$ cat config.mk
export PLATFORM = sky130hd
export DESIGN_NAME = iova_walker
export DESIGN_NICKNAME = d
export VERILOG_FILES = /design/src/rtl/iova_walk_pkg.sv /design/src/rtl/iova_tlb.sv /design/src/rtl/iova_walk_ctl.sv /design/src/rtl/iova_walker.sv
export SDC_FILE = /design/constraint.sdc
export NUM_CORES = 1
export LEC_CHECK = 0
export ABC_AREA = 1
export BUFFER_PORTS_ARGS = -buffer_cell sky130_fd_sc_hd__buf_2
export CORE_ASPECT_RATIO = 2
export CORE_MARGIN = 5
export CORE_UTILIZATION = 30
export DETAILED_ROUTE_END_ITERATION = 8
export GPL_TIMING_DRIVEN = 0
export PLACE_DENSITY = 0.55
export SLEW_MARGIN = 20
export SYNTH_ARGS = -nofsm -noshare
export SYNTH_HDL_FRONTEND = slang
export SYNTH_HIERARCHICAL = 1
export SYNTH_SLANG_ARGS = --single-unit
$ cat constraint.sdc
create_clock -name clk -period 5.9 [get_ports clk]
set_input_delay 1.18 -clock clk [delete_from_list [all_inputs] [get_ports clk]]
set_output_delay 1.18 -clock clk [all_outputs]
set_load 0.05 [all_outputs]
$ cat src/rtl/iova_walk_pkg.sv
package iova_walk_pkg;
  typedef enum logic [2:0] {
    ST_IDLE,
    ST_LOOK,
    ST_L1_REQ,
    ST_L1_WAIT,
    ST_L2_REQ,
    ST_L2_WAIT
  } walk_state_e;
endpackage

$ cat src/rtl/iova_tlb.sv
module iova_tlb #(
  parameter int VPN_W   = 20,
  parameter int FRAME_W = 27,
  parameter int DEPTH   = 8
) (
  input  logic               clk,
  input  logic               rst,
  input  logic               inval,
  input  logic [VPN_W-1:0]   lk_vpn,
  output logic               lk_hit,
  output logic [FRAME_W-1:0] lk_frame,
  input  logic               fill_en,
  input  logic [VPN_W-1:0]   fill_vpn,
  input  logic [FRAME_W-1:0] fill_frame
);
  localparam int PTR_W = (DEPTH > 1) ? $clog2(DEPTH) : 1;

  logic [DEPTH-1:0]   valid_q;
  logic [DEPTH-1:0]   match;
  logic [PTR_W-1:0]   ptr_q;
  logic [VPN_W-1:0]   tag_q   [DEPTH];
  logic [FRAME_W-1:0] frame_q [DEPTH];

  for (genvar g = 0; g < DEPTH; g++) begin : g_cmp
    assign match[g] = valid_q[g] && (tag_q[g] == lk_vpn);
  end

  assign lk_hit = |match;

  always_comb begin
    lk_frame = '0;
    for (int k = 0; k < DEPTH; k++)
      if (match[k]) lk_frame = lk_frame | frame_q[k];
  end

  // Valid bits and replacement pointer; invalidate wins over a fill.
  always_ff @(posedge clk) begin
    if (rst) begin
      valid_q <= '0;
      ptr_q   <= '0;
    end else if (inval) begin
      valid_q <= '0;
    end else if (fill_en) begin
      valid_q[ptr_q] <= 1'b1;
      ptr_q <= (ptr_q == PTR_W'(DEPTH - 1)) ? '0 : ptr_q + 1'b1;
    end
  end

  // Payload storage, no reset.
  always_ff @(posedge clk) begin
    if (fill_en) begin
      tag_q[ptr_q]   <= fill_vpn;
      frame_q[ptr_q] <= fill_frame;
    end
  end

  assert_single_match_R10: assert property (@(posedge clk) disable iff (rst)
    $onehot0(match));

  assert_inval_empties_R8: assert property (@(posedge clk) disable iff (rst)
    inval |=> (valid_q == '0));
endmodule

$ cat src/rtl/iova_walk_ctl.sv
module iova_walk_ctl
  import iova_walk_pkg::*;
#(
  parameter int PAGE_SHIFT = 12,
  parameter int IDX_W      = 10,
  parameter int FRAME_W    = 27,
  parameter int PTE_W      = 32
) (
  input  logic                              clk,
  input  logic                              rst,
  input  logic                              req_valid,
  output logic                              req_ready,
  input  logic [PAGE_SHIFT+2*IDX_W-1:0]     req_va,
  output logic                              rsp_valid,
  output logic [FRAME_W+PAGE_SHIFT-1:0]     rsp_pa,
  output logic                              mem_rd_valid,
  input  logic                              mem_rd_ready,
  output logic [FRAME_W+PAGE_SHIFT-1:0]     mem_rd_addr,
  input  logic                              mem_rsp_valid,
  input  logic [PTE_W-1:0]                  mem_rsp_data,
  input  logic [FRAME_W-1:0]                root_frame,
  input  logic                              inval,
  output logic [2*IDX_W-1:0]                lk_vpn,
  input  logic                              lk_hit,
  input  logic [FRAME_W-1:0]                lk_frame,
  output logic                              fill_en,
  output logic [2*IDX_W-1:0]                fill_vpn,
  output logic [FRAME_W-1:0]                fill_frame
);
  localparam int VA_W      = PAGE_SHIFT + 2 * IDX_W;
  localparam int PA_W      = FRAME_W + PAGE_SHIFT;
  localparam int ENT_SHIFT = PAGE_SHIFT - IDX_W;

  walk_state_e         state_q;
  logic [VA_W-1:0]     va_q;
  logic                poison_q;
  logic                rsp_valid_q;
  logic [PA_W-1:0]     rsp_pa_q;
  logic [PA_W-1:0]     addr_q;
  logic [IDX_W-1:0]    l1_idx, l2_idx;
  logic [FRAME_W-1:0]  ent_frame;
  logic                unused_pte_bits;

  assign l1_idx    = va_q[VA_W-1 -: IDX_W];
  assign l2_idx    = va_q[PAGE_SHIFT +: IDX_W];
  assign ent_frame = mem_rsp_data[FRAME_W-1:0];
  assign unused_pte_bits = ^mem_rsp_data[PTE_W-1:FRAME_W];

  assign lk_vpn       = va_q[VA_W-1:PAGE_SHIFT];
  assign req_ready    = (state_q == ST_IDLE);
  assign mem_rd_valid = (state_q == ST_L1_REQ) || (state_q == ST_L2_REQ);
  assign mem_rd_addr  = addr_q;
  assign rsp_valid    = rsp_valid_q;
  assign rsp_pa       = rsp_pa_q;

  assign fill_en    = (state_q == ST_L2_WAIT) && mem_rsp_valid && !poison_q && !inval;
  assign fill_vpn   = va_q[VA_W-1:PAGE_SHIFT];
  assign fill_frame = ent_frame;

  always_ff @(posedge clk) begin
    if (rst) begin
      state_q     <= ST_IDLE;
      va_q        <= '0;
      poison_q    <= 1'b0;
      rsp_valid_q <= 1'b0;
      rsp_pa_q    <= '0;
      addr_q      <= '0;
    end else begin
      rsp_valid_q <= 1'b0;
      if (state_q != ST_IDLE && state_q != ST_LOOK && inval) poison_q <= 1'b1;
      case (state_q)
        ST_IDLE: if (req_valid) begin
          va_q    <= req_va;
          state_q <= ST_LOOK;
        end
        ST_LOOK: begin
          poison_q <= 1'b0;
          if (lk_hit && !inval) begin
            rsp_valid_q <= 1'b1;
            rsp_pa_q    <= {lk_frame, va_q[PAGE_SHIFT-1:0]};
            state_q     <= ST_IDLE;
          end else begin
            addr_q  <= {root_frame, l1_idx, {ENT_SHIFT{1'b0}}};
            state_q <= ST_L1_REQ;
          end
        end
        ST_L1_REQ: if (mem_rd_ready) state_q <= ST_L1_WAIT;
        ST_L1_WAIT: if (mem_rsp_valid) begin
          addr_q  <= {ent_frame, l2_idx, {ENT_SHIFT{1'b0}}};
          state_q <= ST_L2_REQ;
        end
        ST_L2_REQ: if (mem_rd_ready) state_q <= ST_L2_WAIT;
        ST_L2_WAIT: if (mem_rsp_valid) begin
          rsp_valid_q <= 1'b1;
          rsp_pa_q    <= {ent_frame, va_q[PAGE_SHIFT-1:0]};
          state_q     <= ST_IDLE;
        end
        default: state_q <= ST_IDLE;
      endcase
    end
  end

  assert_accept_stalls_R5: assert property (@(posedge clk) disable iff (rst)
    (req_valid && req_ready) |=> !req_ready);

  assert_fetch_blocks_req_R5: assert property (@(posedge clk) disable iff (rst)
    mem_rd_valid |-> !req_ready);

  assert_fetch_hold_R11: assert property (@(posedge clk) disable iff (rst)
    (mem_rd_valid && !mem_rd_ready) |=> (mem_rd_valid && $stable(mem_rd_addr)));

  assert_rsp_pulse_R4: assert property (@(posedge clk) disable iff (rst)
    rsp_valid |=> !rsp_valid);
endmodule

$ cat src/rtl/iova_walker.sv
module iova_walker #(
  parameter int PAGE_SHIFT = 12,
  parameter int IDX_W      = 10,
  parameter int FRAME_W    = 27,
  parameter int PTE_W      = 32,
  parameter int TLB_DEPTH  = 8
) (
  input  logic                          clk,
  input  logic                          rst,
  input  logic                          req_valid,
  output logic                          req_ready,
  input  logic [PAGE_SHIFT+2*IDX_W-1:0] req_va,
  output logic                          rsp_valid,
  output logic [FRAME_W+PAGE_SHIFT-1:0] rsp_pa,
  output logic                          mem_rd_valid,
  input  logic                          mem_rd_ready,
  output logic [FRAME_W+PAGE_SHIFT-1:0] mem_rd_addr,
  input  logic                          mem_rsp_valid,
  input  logic [PTE_W-1:0]              mem_rsp_data,
  input  logic [FRAME_W-1:0]            root_frame,
  input  logic                          inval
);
  localparam int VPN_W = 2 * IDX_W;

  logic [VPN_W-1:0]   lk_vpn, fill_vpn;
  logic               lk_hit, fill_en;
  logic [FRAME_W-1:0] lk_frame, fill_frame;

  iova_walk_ctl #(
    .PAGE_SHIFT(PAGE_SHIFT), .IDX_W(IDX_W), .FRAME_W(FRAME_W), .PTE_W(PTE_W)
  ) u_ctl (
    .clk(clk), .rst(rst),
    .req_valid(req_valid), .req_ready(req_ready), .req_va(req_va),
    .rsp_valid(rsp_valid), .rsp_pa(rsp_pa),
    .mem_rd_valid(mem_rd_valid), .mem_rd_ready(mem_rd_ready), .mem_rd_addr(mem_rd_addr),
    .mem_rsp_valid(mem_rsp_valid), .mem_rsp_data(mem_rsp_data),
    .root_frame(root_frame), .inval(inval),
    .lk_vpn(lk_vpn), .lk_hit(lk_hit), .lk_frame(lk_frame),
    .fill_en(fill_en), .fill_vpn(fill_vpn), .fill_frame(fill_frame)
  );

  iova_tlb #(
    .VPN_W(VPN_W), .FRAME_W(FRAME_W), .DEPTH(TLB_DEPTH)
  ) u_tlb (
    .clk(clk), .rst(rst), .inval(inval),
    .lk_vpn(lk_vpn), .lk_hit(lk_hit), .lk_frame(lk_frame),
    .fill_en(fill_en), .fill_vpn(fill_vpn), .fill_frame(fill_frame)
  );
endmodule

* Word-level counts from Yosys, hierarchy flattened
Memory sizes are Yosys's and may differ from the RTL's. Index checks and enable logic that the tools add are counted. W data, S select, Z words.
Word-level totals: register bits after elaboration 126, bits in writable memories 376, output and inout port bits 81, memories kept 2
Memories:
- u_tlb.frame_q | words 8, width 27, rd ports 8, clocked after Yosys merged registers in 0, wr ports 1, line iova_tlb.sv:22 | logic [FRAME_W-1:0] frame_q [DEPTH];
- u_tlb.tag_q | words 8, width 20, rd ports 8, clocked after Yosys merged registers in 0, wr ports 1, line iova_tlb.sv:21 | logic [VPN_W-1:0] tag_q [DEPTH];
Cells by class: add/subtract/negate cells 1, order comparisons 2, equal/unequal tests 22, multiplexer cells 29, bitwise gates (word level) 9, reductions and logical operators 30
Operator list (number):
- $mux W27 | 8
- $or A27 B27 Y27 | 7
- $eq A20 B20 Y1 | 8
- $mux W39 | 4
- $pmux W39 S2 | 2
- $mux W3 | 6
- $pmux W3 S6 | 1
- $logic_and A1 B1 Y1 | 15
- $ne A2 B2 Y1 const B | 6
- $eq A3 B3 Y1 const B | 3
- $or A8 B8 Y8 | 1
- $reduce_or A8 Y1 | 1
- $eq A3 B2 Y1 const B | 2
- $reduce_and A3 Y1 | 2
- $mux W1 | 5
- $reduce_and A5 Y1 | 1
- $lt A3 B4 Y1 const B | 1
- $reduce_and A2 Y1 | 2
- $reduce_bool A2 Y1 | 2
- $reduce_or A2 Y1 | 2
- $add A3 B1 Y3 const B | 1
- $demux W1 S3 | 1
- $eq A3 B1 Y1 const B | 1
- $ge A3 B1 Y1 const B | 1
- other kinds (9) | 10

* Longest topological paths before layout
Gate-level depths: netlist of the first run. An unclocked memory read counts as a cell.
word-level depth 20, mapped depth 21, mapped depth without buffers 16

* Hierarchy
Netlist of the first run, hierarchy kept.
Modules (own cells, without submodules):
- iova_tlb | times used 1, cells an instance 1536, area each 17180.2 µm², sequential area each 11511.0 µm²
- iova_walk_ctl | times used 1, cells an instance 837, area each 5602.9 µm², sequential area each 2262.2 µm²

* Least setup slack after synthesis of the first run
OpenSTA, ideal clock, no wires.
kind input to register, start point input mem_rsp_valid, end point memory u_tlb.frame_q[2][0], enable pin, arrival time 3.731 ns, required time 5.446 ns, setup slack 1.715 ns, cell stages on the path 6, buffers on the path 0, cells stage by stage nand4_1 -> nor3_1 -> inv_1 -> nor2_1 -> inv_1 -> nor2_1
On the way: longest elaborated chain between the ends 5
Ends and longest elaborated chain:
- from (decl) | line iova_walker.sv:18 | input logic mem_rsp_valid,
- $logic_and A1 B1 Y1 (3 in a row) | line iova_walk_ctl.sv:56 | assign fill_en = (state_q == ST_L2_WAIT) && mem_rsp_valid && !poison_q && !inval;
- via fill_en | line iova_walker.sv:26 | logic lk_hit, fill_en;
- $mux W1 | line iova_tlb.sv:51 | if (fill_en) begin
- $mux W1 (implied by the code) | line iova_tlb.sv:53 | frame_q[ptr_q] <= fill_frame;
- to (decl) | line iova_tlb.sv:22
The timed path passes the listed nets, and every way through them passes these cells.

* Worst setup path in the final report of the first run
start point register u_ctl.va_q[25], end point register u_ctl.rsp_pa_q[28], in the netlist u_ctl/rsp_pa[28]
RTL lines:
- from (decl) | line iova_walk_ctl.sv:35 | logic [VA_W-1:0] va_q;
- from (signal assigned) | line iova_walk_ctl.sv:73 | va_q <= req_va;
- $eq A20 B20 Y1 | line iova_tlb.sv:25 | assign match[g] = valid_q[g] && (tag_q[g] == lk_vpn);
- $logic_and A1 B1 Y1 | line iova_tlb.sv:25
- $reduce_or A8 Y1 * | line iova_tlb.sv:28 | assign lk_hit = |match;
- via lk_hit | line iova_walker.sv:26
- $logic_and A1 B1 Y1 * | line iova_walk_ctl.sv:78 | if (lk_hit && !inval) begin
- $ne A2 B1 Y1 (no line) *
- $reduce_and A3 Y1 (no line) *
- to (signal assigned) | line iova_walk_ctl.sv:80 | rsp_pa_q <= {lk_frame, va_q[PAGE_SHIFT-1:0]};
- to (signal assigned) | line iova_walk_ctl.sv:95 | rsp_pa_q <= {ent_frame, va_q[PAGE_SHIFT-1:0]};
- to (decl) | line iova_walk_ctl.sv:38 | logic [PA_W-1:0] rsp_pa_q;
Mark *: on every way through the listed nets, which the timed path passes. The rest lies on a longest branch. The select of a mux whose other input is x is not followed. A chain may end at the register's enable or synchronous reset.

==> results of run 1 <==
==> logic make-up (layout without fill, tap and decap cells) <==
family	Yosys count	in the layout	synth area share [%]
xor+xnor	21	21	0.807
buf+inv	389	659	9.30
flops	500	500	60.5
compound gates	219	219	4.93
simple gates	1241	1241	24.4
other cells	1	4	0.0165
fa+ha+maj	2	2	0.110
==> registers in the layout, indices dropped and copies added (netlist names) <==
| signal | count |
|---|---|
| u_tlb/frame_q | 216 |
| u_ctl/state_q | 3 |
| u_tlb/tag_q | 160 |
| u_ctl/mem_rd_addr | 37 |
| u_ctl/va_q | 32 |
| u_ctl/rsp_valid | 1 |
| u_ctl/rsp_pa | 39 |
| u_tlb/ptr_q | 3 |
| u_tlb/valid_q | 8 |
| u_ctl/poison_q | 1 |
==> final cells by class <==
| class | count | area (µm²) |
|---|---|---|
| Buffer | 184 | 1350 |
| Tap cell | 1015 | 1270 |
| Antenna cell | 2 | 5.00 |
| Clock buffer | 60 | 1190 |
| Timing Repair Buffer | 189 | 1300 |
| Multi-Input combinational cell | 1485 | 6960 |
| Fill cell | 7704 | 48800 |
| Inverter | 205 | 769 |
| Clock inverter | 21 | 229 |
| Sequential cell | 500 | 13800 |
==> layer usage <==
metal | part of all wire (%) | track usage (%) | vias up
met1 | 33 | 17.9 | 8181
met3 | 5.4 | 2.68 | 193
met5 | 0 | 0 | -
met2 | 54 | 35.3 | 606
met4 | 7.6 | 11.8 | 0
li1 | - | - | 8369
==> power by group through the flow <==
stage / sequential (mW) / combinational [mW] / clock, mW
2_1_floorplan: 4.71 / 1.32 / 0
3_3_place_gp: 4.27 / 2.64 / 0
3_5_place_dp: 4.27 / 2.66 / 0
4_1_cts: 4.20 / 2.67 / 3.01
5_1_grt: 4.21 / 2.86 / 3.13
6_report: 4.19 / 2.66 / 2.94
==> placed cells by master, fill, tap and decap left out, types with 14 or more instances in the layout <==
cell,count
a21oi_1,35
buf_2,194
buf_4,105
buf_6,31
clkbuf_1,36
clkbuf_16,44
dfxtp_1,124
edfxtp_1,376
inv_1,185
inv_2,19
nand2_1,624
nand3_1,41
nand4_1,220
nor2_1,303
nor2_4,24
o21ai_0,117
o21ai_1,57
xnor2_1,14
==> tightest hold or removal path, stage by stage, from the launching register on <==
cell,delay (ns)
dfxtp_1,0.31
nand2_1,0.06
a21oi_1,0.05
==> worst min path at each step <==
stage	to	slack [ns]	depth (start not counted)
after floorplan	u_tlb/valid_q[2]	0.43	2
after global placement	u_ctl/va_q[3]	0.45	2
after detailed placement	u_ctl/va_q[1]	0.45	2
after CTS	u_ctl/va_q[1]	0.46	2
after global routing	u_ctl/va_q[11]	0.48	2
final	u_ctl/va_q[1]	0.46	2
==> through the flow <==
stage / power, mW / instance area, µm² / cells / TNS [ns]
global route: 10.2 / 26800 / 3659 / 0
detailed placement: 6.93 / 25400 / 3578 / 0
floorplan: 6.03 / 22800 / 2374 / 0
global placement: 6.91 / 24900 / 3559 / -197.52
CTS: 9.87 / 26800 / 3659 / 0
finish: 9.79 / 26800 / 3661 / 0
==> flow_summary.yaml, run 1 <==
run_status:
  status: "completed"
placement:
  gp_congestion: 0.981
  dp_hpwl_mm: 59.3
  pre_cts_ws_ns: 1.71
  port_buffers: 170
power:
  pwr-share-seq_pct: 42.8
  power.internal_mw: 6.36
  leakagePower_nw: 11.4
  vdd_drop_max_mv: 0.358
  p_sw_share_pct: 35.1
  p_clk_share_pct: 30.0
  p_per_area_mw_per_mm2: 365
  p_comb_share_pct: 27.2
  p_sw_mw: 3.43
critical_path:
  slowest_stage: "nor2_2"
  critical_path_class: "register to register"
  crit_path_end_kind: "register"
  path_buf_inv: 6
  cp_cell_sequence: "buf_4, buf_4, inv_2, nand2_1, o21ai_0, nor2_1, nand2_1, nor2_2, buf_4, nand3_1, nand2_1, nor2_1, nand2_1, nand2_1, o21ai_2, buf_4, buf_2, o21ai_0, nor2_1"
  cp.depth: 19
  crit_start: "u_ctl/va_q[25]"
  critPathRequiredTime_ns: 6.42
  critical_path.startpoint_type: "register"
  r2r-start: "u_ctl/va_q[25]"
  crit_family: "simple AND/OR/NAND/NOR gates"
  cpPeakStageDelay_ns: 0.57
  worstRegToRegCells: 19
  critPathMaxFanout: 10
  r2r_end: "u_ctl/rsp_pa[28]"
  cp-endpoint: "u_ctl/rsp_pa[28]"
  cpMostUsedCell: "nand2_1"
  r2r_setup_slack_ns: 1.75
  arrival_ns: 4.68
floorplanning:
  fp.dieH_um: 400
  ios: 178
  start_util_pct: 30.1
  core-area_mm2: 0.0757
  std_cell_rows: 143
  die_x_um: 205
  fp.dieArea_mm2: 0.0819
sta:
  setup_slack_ns: 1.75
  finalHoldViolCount: 0
  slew_headroom_pct: 52.0
  fin_crit_ns: 4.15
  setup_viol: 0
  slew_viol_final: 0
  rsz0062_at_grt: "false"
  period_share_pct: 70.4
  fin_hold_ws_ns: 0.464
  fmax_mhz: 241
  worstMarginPinSlew_ns: 0.720
  clock_skew_ns: 0.0351
detailed_routing:
  post_drt_wl_per_cell_um: 21.0
  dr.pass1.iters: 5
  wl_mm: 77.0
  drt_iter0_drc: 1194
  route.vias.total: 17349
  drtAntennaViolNets: 0
  vias_per_cell: 4.74
  drc: 0
synthesis:
  netlist_area_mm2: 0.0228
  synth_commonest_cells: "nand2_1 (624), edfxtp_1 (376), nor2_1 (311)"
  synth-seq-cells: 500
  syn_area_per_cell_um2: 9.60
  ys_seq_area_share_pct: 60.5
  synth_edf_count: 376
  syn-instance-count: 2373
  yosys.cell_types.count: 35
  netlist_top_cells_area: "edfxtp_1 (50%), dfxtp_1 (11%), nand2_1 (10%), nand4_1 (6.0%), nor2_1 (5.1%)"
  synth_flop_cell: "edfxtp_1"
  yosysMostFrequentCell: "nand2_1"
  yosysTopAreaCell: "edfxtp_1"
  async_reset_ff_share_pct: 0
  netlist.area_leader.share_pct: 49.6
  yosys_warnings: 6
hold_path:
  min_from: "u_ctl/va_q[1]"
  hold_class: "register to register"
cts:
  cts_buffers: 44
  cts_tree: "yes"
  cts.path.max_buffers: 3
  cts_setup_buffers: 0
  cts.clk_slew.worst_paths_ns: 0.07
  cts_sinks: 500
  cts_max_level: 2
  worst_skew_pair.late_latency_ns: 0.59
  hold_buffers: 0
  cts_root_buf: "clkbuf_16"
  cts.repair.resized: 0
global_route:
  grt_pass1_wl_mm: 111
  overflow: 0
  antenna_found_initial: 1
  grt_usage_pct: 18.3
  grt_max_degree: 23
  grt_pass1_vias: 17358
final_layout:
  finalNetCount: 2708
  area_growth_pct: 17.8
  final_core_util_pct: 35.5
  drive_above_1_share_pct: 18.3
flow_run:
  cap_violations: 0
No activity file was read; power rests on OpenSTA's default activity.
==> inputs of run 2 (changes only) <==
Settings changed: ABC_AREA 1 to 0, PLACE_DENSITY 0.55 to 0.56.
Clock period 5.9 ns to 3.7 ns, I/O delays scaled along.
==> flow_summary.yaml, run 2 <==
critical_path:
  cp_cell_sequence: "buf_4, buf_4, xor2_1, nor4_4, a32oi_1, nand4_1, or3b_1, buf_2, buf_2, a31oi_1, a311oi_2"
  arrival_ns: 4.02
  critPathMaxFanout: 10
  critical_path_class: "register to register"
  slowest_stage: "nor4_4"
  crit_family: "simple AND/OR/NAND/NOR gates"
  cpPeakStageDelay_ns: 0.70
  critical_path.startpoint_type: "register"
  crit_path_end_kind: "register"
  path_buf_inv: 4
  critPathRequiredTime_ns: 4.11
power:
  vdd_drop_max_mv: 0.279
  leakagePower_nw: 9.68
  total_power_mw: 14.9
  p_per_area_mw_per_mm2: 557
sta:
  slew_headroom_pct: 30.3
  clock_skew_ns: 0.0214
  finalHoldViolCount: 0
  rsz0062_at_grt: "false"
  slew_viol_final: 0
  setup_slack_ns: 0.0959
  worstMarginPinSlew_ns: 1.05
  period_share_pct: 97.4
  setup_viol: 0
  fin_setup_tns_ns: 0
  fin_crit_ns: 3.60
  fin_hold_ws_ns: 0.402
  fmax_mhz: 277
detailed_routing:
  vias_per_cell: 5.20
  route.vias.total: 15606
  drtAntennaViolNets: 0
  drc: 0
  dr.pass1.iters: 6
  post_drt_wl_per_cell_um: 25.1
  drt_iter0_drc: 1130
  wl_mm: 75.4
cts:
  worst_skew_pair.late_latency_ns: 0.59
  cts_tree: "yes"
  cts.path.max_buffers: 3
  cts_max_level: 2
  cts_buffers: 48
  cts_sinks: 500
  hold_buffers: 0
  cts_root_buf: "clkbuf_16"
  cts.clk_slew.worst_paths_ns: 0.06
final_layout:
  stdcell_area_mm2: 0.0267
  area_growth_pct: 19.6
  drive_above_1_share_pct: 24.7
  instances_no_fill: 3001
  fillers: 7083
  final_core_util_pct: 36.2
  layout_common_cells: "edfxtp_1 (376), buf_2 (198), nand2_1 (166), xnor2_1 (137), dfxtp_1 (118)"
  final_common_cell: "edfxtp_1"
  finalNetCount: 2131
  regMostFlops: "u_tlb/frame_q"
  largest_reg_flops: 216
floorplanning:
  fp.dieArea_mm2: 0.0804
  ios: 178
  fp.dieH_um: 396
  die_x_um: 203
  core-area_mm2: 0.0739
  start_util_pct: 30.2
  std_cell_rows: 141
synthesis:
  synth_commonest_cells: "edfxtp_1 (376), nand2_1 (168), xnor2_1 (138)"
  async_reset_ff_share_pct: 0
  synthXorXnorAreaFrac_pct: 5.96
  synth-seq-cells: 500
  yosys_warnings: 6
  synth_fa_ha_area_share_pct: 0.112
  synth_top_family_by_area: "compound AO/OA/AOI/OAI gates"
  syn-instance-count: 1776
  netlist_area_mm2: 0.0224
  yosysMostFrequentCell: "edfxtp_1"
  synth_flop_cell: "edfxtp_1"
  yosysTopAreaCell: "edfxtp_1"
  ys_seq_area_share_pct: 61.6
  synthSimpleGateAreaFrac_pct: 10.3
  netlist.area_leader.share_pct: 50.5
  synthMuxAreaShare_pct: 1.93
  synth_edf_count: 376
  netlist_top_cells_area: "edfxtp_1 (51%), dfxtp_1 (11%), xnor2_1 (5.4%), a32oi_1 (4.3%), buf_4 (3.0%)"
  yosys.cell_types.count: 59
  synth_compound_area_share_pct: 11.9
  syn_area_per_cell_um2: 12.6
global_route:
  antenna_found_initial: 2
  overflow: 0
  grt_usage_pct: 18.1
  grt_pass1_wl_mm: 108
  grt_max_degree: 24
  grt_pass1_vias: 16094
placement:
  port_buffers: 170
  post_dp_cell_area_mm2: 0.0248
  gp_congestion: 0.874
  dpl.cell_count: 2897
  pre_cts_ws_ns: -0.977
  dp_hpwl_mm: 55.3
flow_run:
  cap_violations: 0
run_status:
  status: "completed"
hold_path:
  hold_class: "input pin to register"
[run 2: cell count changes in the layout (fill, tap and decap cells not counted), moves of 33 or more]
cell     before  now
a31oi_1       1   37
a32oi_1       0  110
inv_1       185  115
mux2i_1       0   42
nand2_1     624  166
nand3_1      41    8
nand4_1     220   54
nor2_1      303   11
nor3_1        2   58
nor4_1        0   57
o21ai_0     117    1
o21ai_1      57    1
xnor2_1      14  137
[run 2: cell type report]
type	count	area, µm²	area share (%)
plain buffers	195	1340	5.02
repair buffers	214	1420	5.31
inverters	118	443	1.66
clock inverters	27	327	1.22
clock buffers	62	1330	4.97
well taps	929	1160	4.35
multi-input cells	955	6930	25.9
diodes	1	2.50	0.00936
flip-flops and latches	500	13800	51.5
[run 2: worst register-to-register path, stage by stage, from the launching register on]
cell      delay [ns]
dfxtp_1         0.43
buf_4           0.14
buf_4           0.20
xor2_1          0.19
nor4_4          0.70
a32oi_1         0.27
nand4_1         0.32
or3b_1          0.39
buf_2           0.23
buf_2           0.25
a31oi_1         0.27
a311oi_2        0.07
[run 2: logic make-up (layout without fill, tap and decap cells)]
| group | after synthesis | after routing |
|---|---|---|
| AO/OA/AOI/OAI | 326 | 326 |
| XOR/XNOR | 152 | 152 |
| adder cells (fa/ha/maj) | 2 | 2 |
| buffers and inverters | 322 | 616 |
| flip-flops | 500 | 500 |
| multiplexers | 43 | 43 |
| other | 1 | 3 |
| AND/OR/NAND/NOR | 430 | 430 |
[run 2: path summary, 6_finish.rpt]
check | from | cells past startpoint | endpoint | slack (ns)
hold reg to reg | u_ctl/va_q[11] | 2 | u_ctl/rsp_pa[11] | 0.46
hold / removal | req_va[13] | 3 | u_ctl/va_q[13] | 0.40
setup / recovery | u_ctl/va_q[16] | 11 | u_ctl/mem_rd_addr[14] | 0.1
setup reg to reg | u_ctl/va_q[16] | 11 | u_ctl/mem_rd_addr[14] | 0.1
[run 2: per-layer routing]
layer | up-vias | GRT usage [%] | part of all wire [%]
met5 | - | 0 | 0.017
met4 | 2 | 11.5 | 7.3
met3 | 193 | 2.25 | 4.8
met2 | 639 | 33.8 | 53
met1 | 7684 | 18.8 | 35
li1 | 7088 | - | -
[run 2: repair_timing]
item / in CTS / in global routing
pin swaps: 10 / 1
endpoints found under the setup margin: 77 / 30
buffers inserted: 19 / 4
gates resized for setup: 16 / 9
hold endpoints to repair: 0 / 0
[run 2: report_power, final]
group          internal (mW)  switching, mW  total (mW)
Clock                   3.03           2.16        5.20
Sequential              6.32          0.212        6.54
Combinational           1.01           2.16        3.17
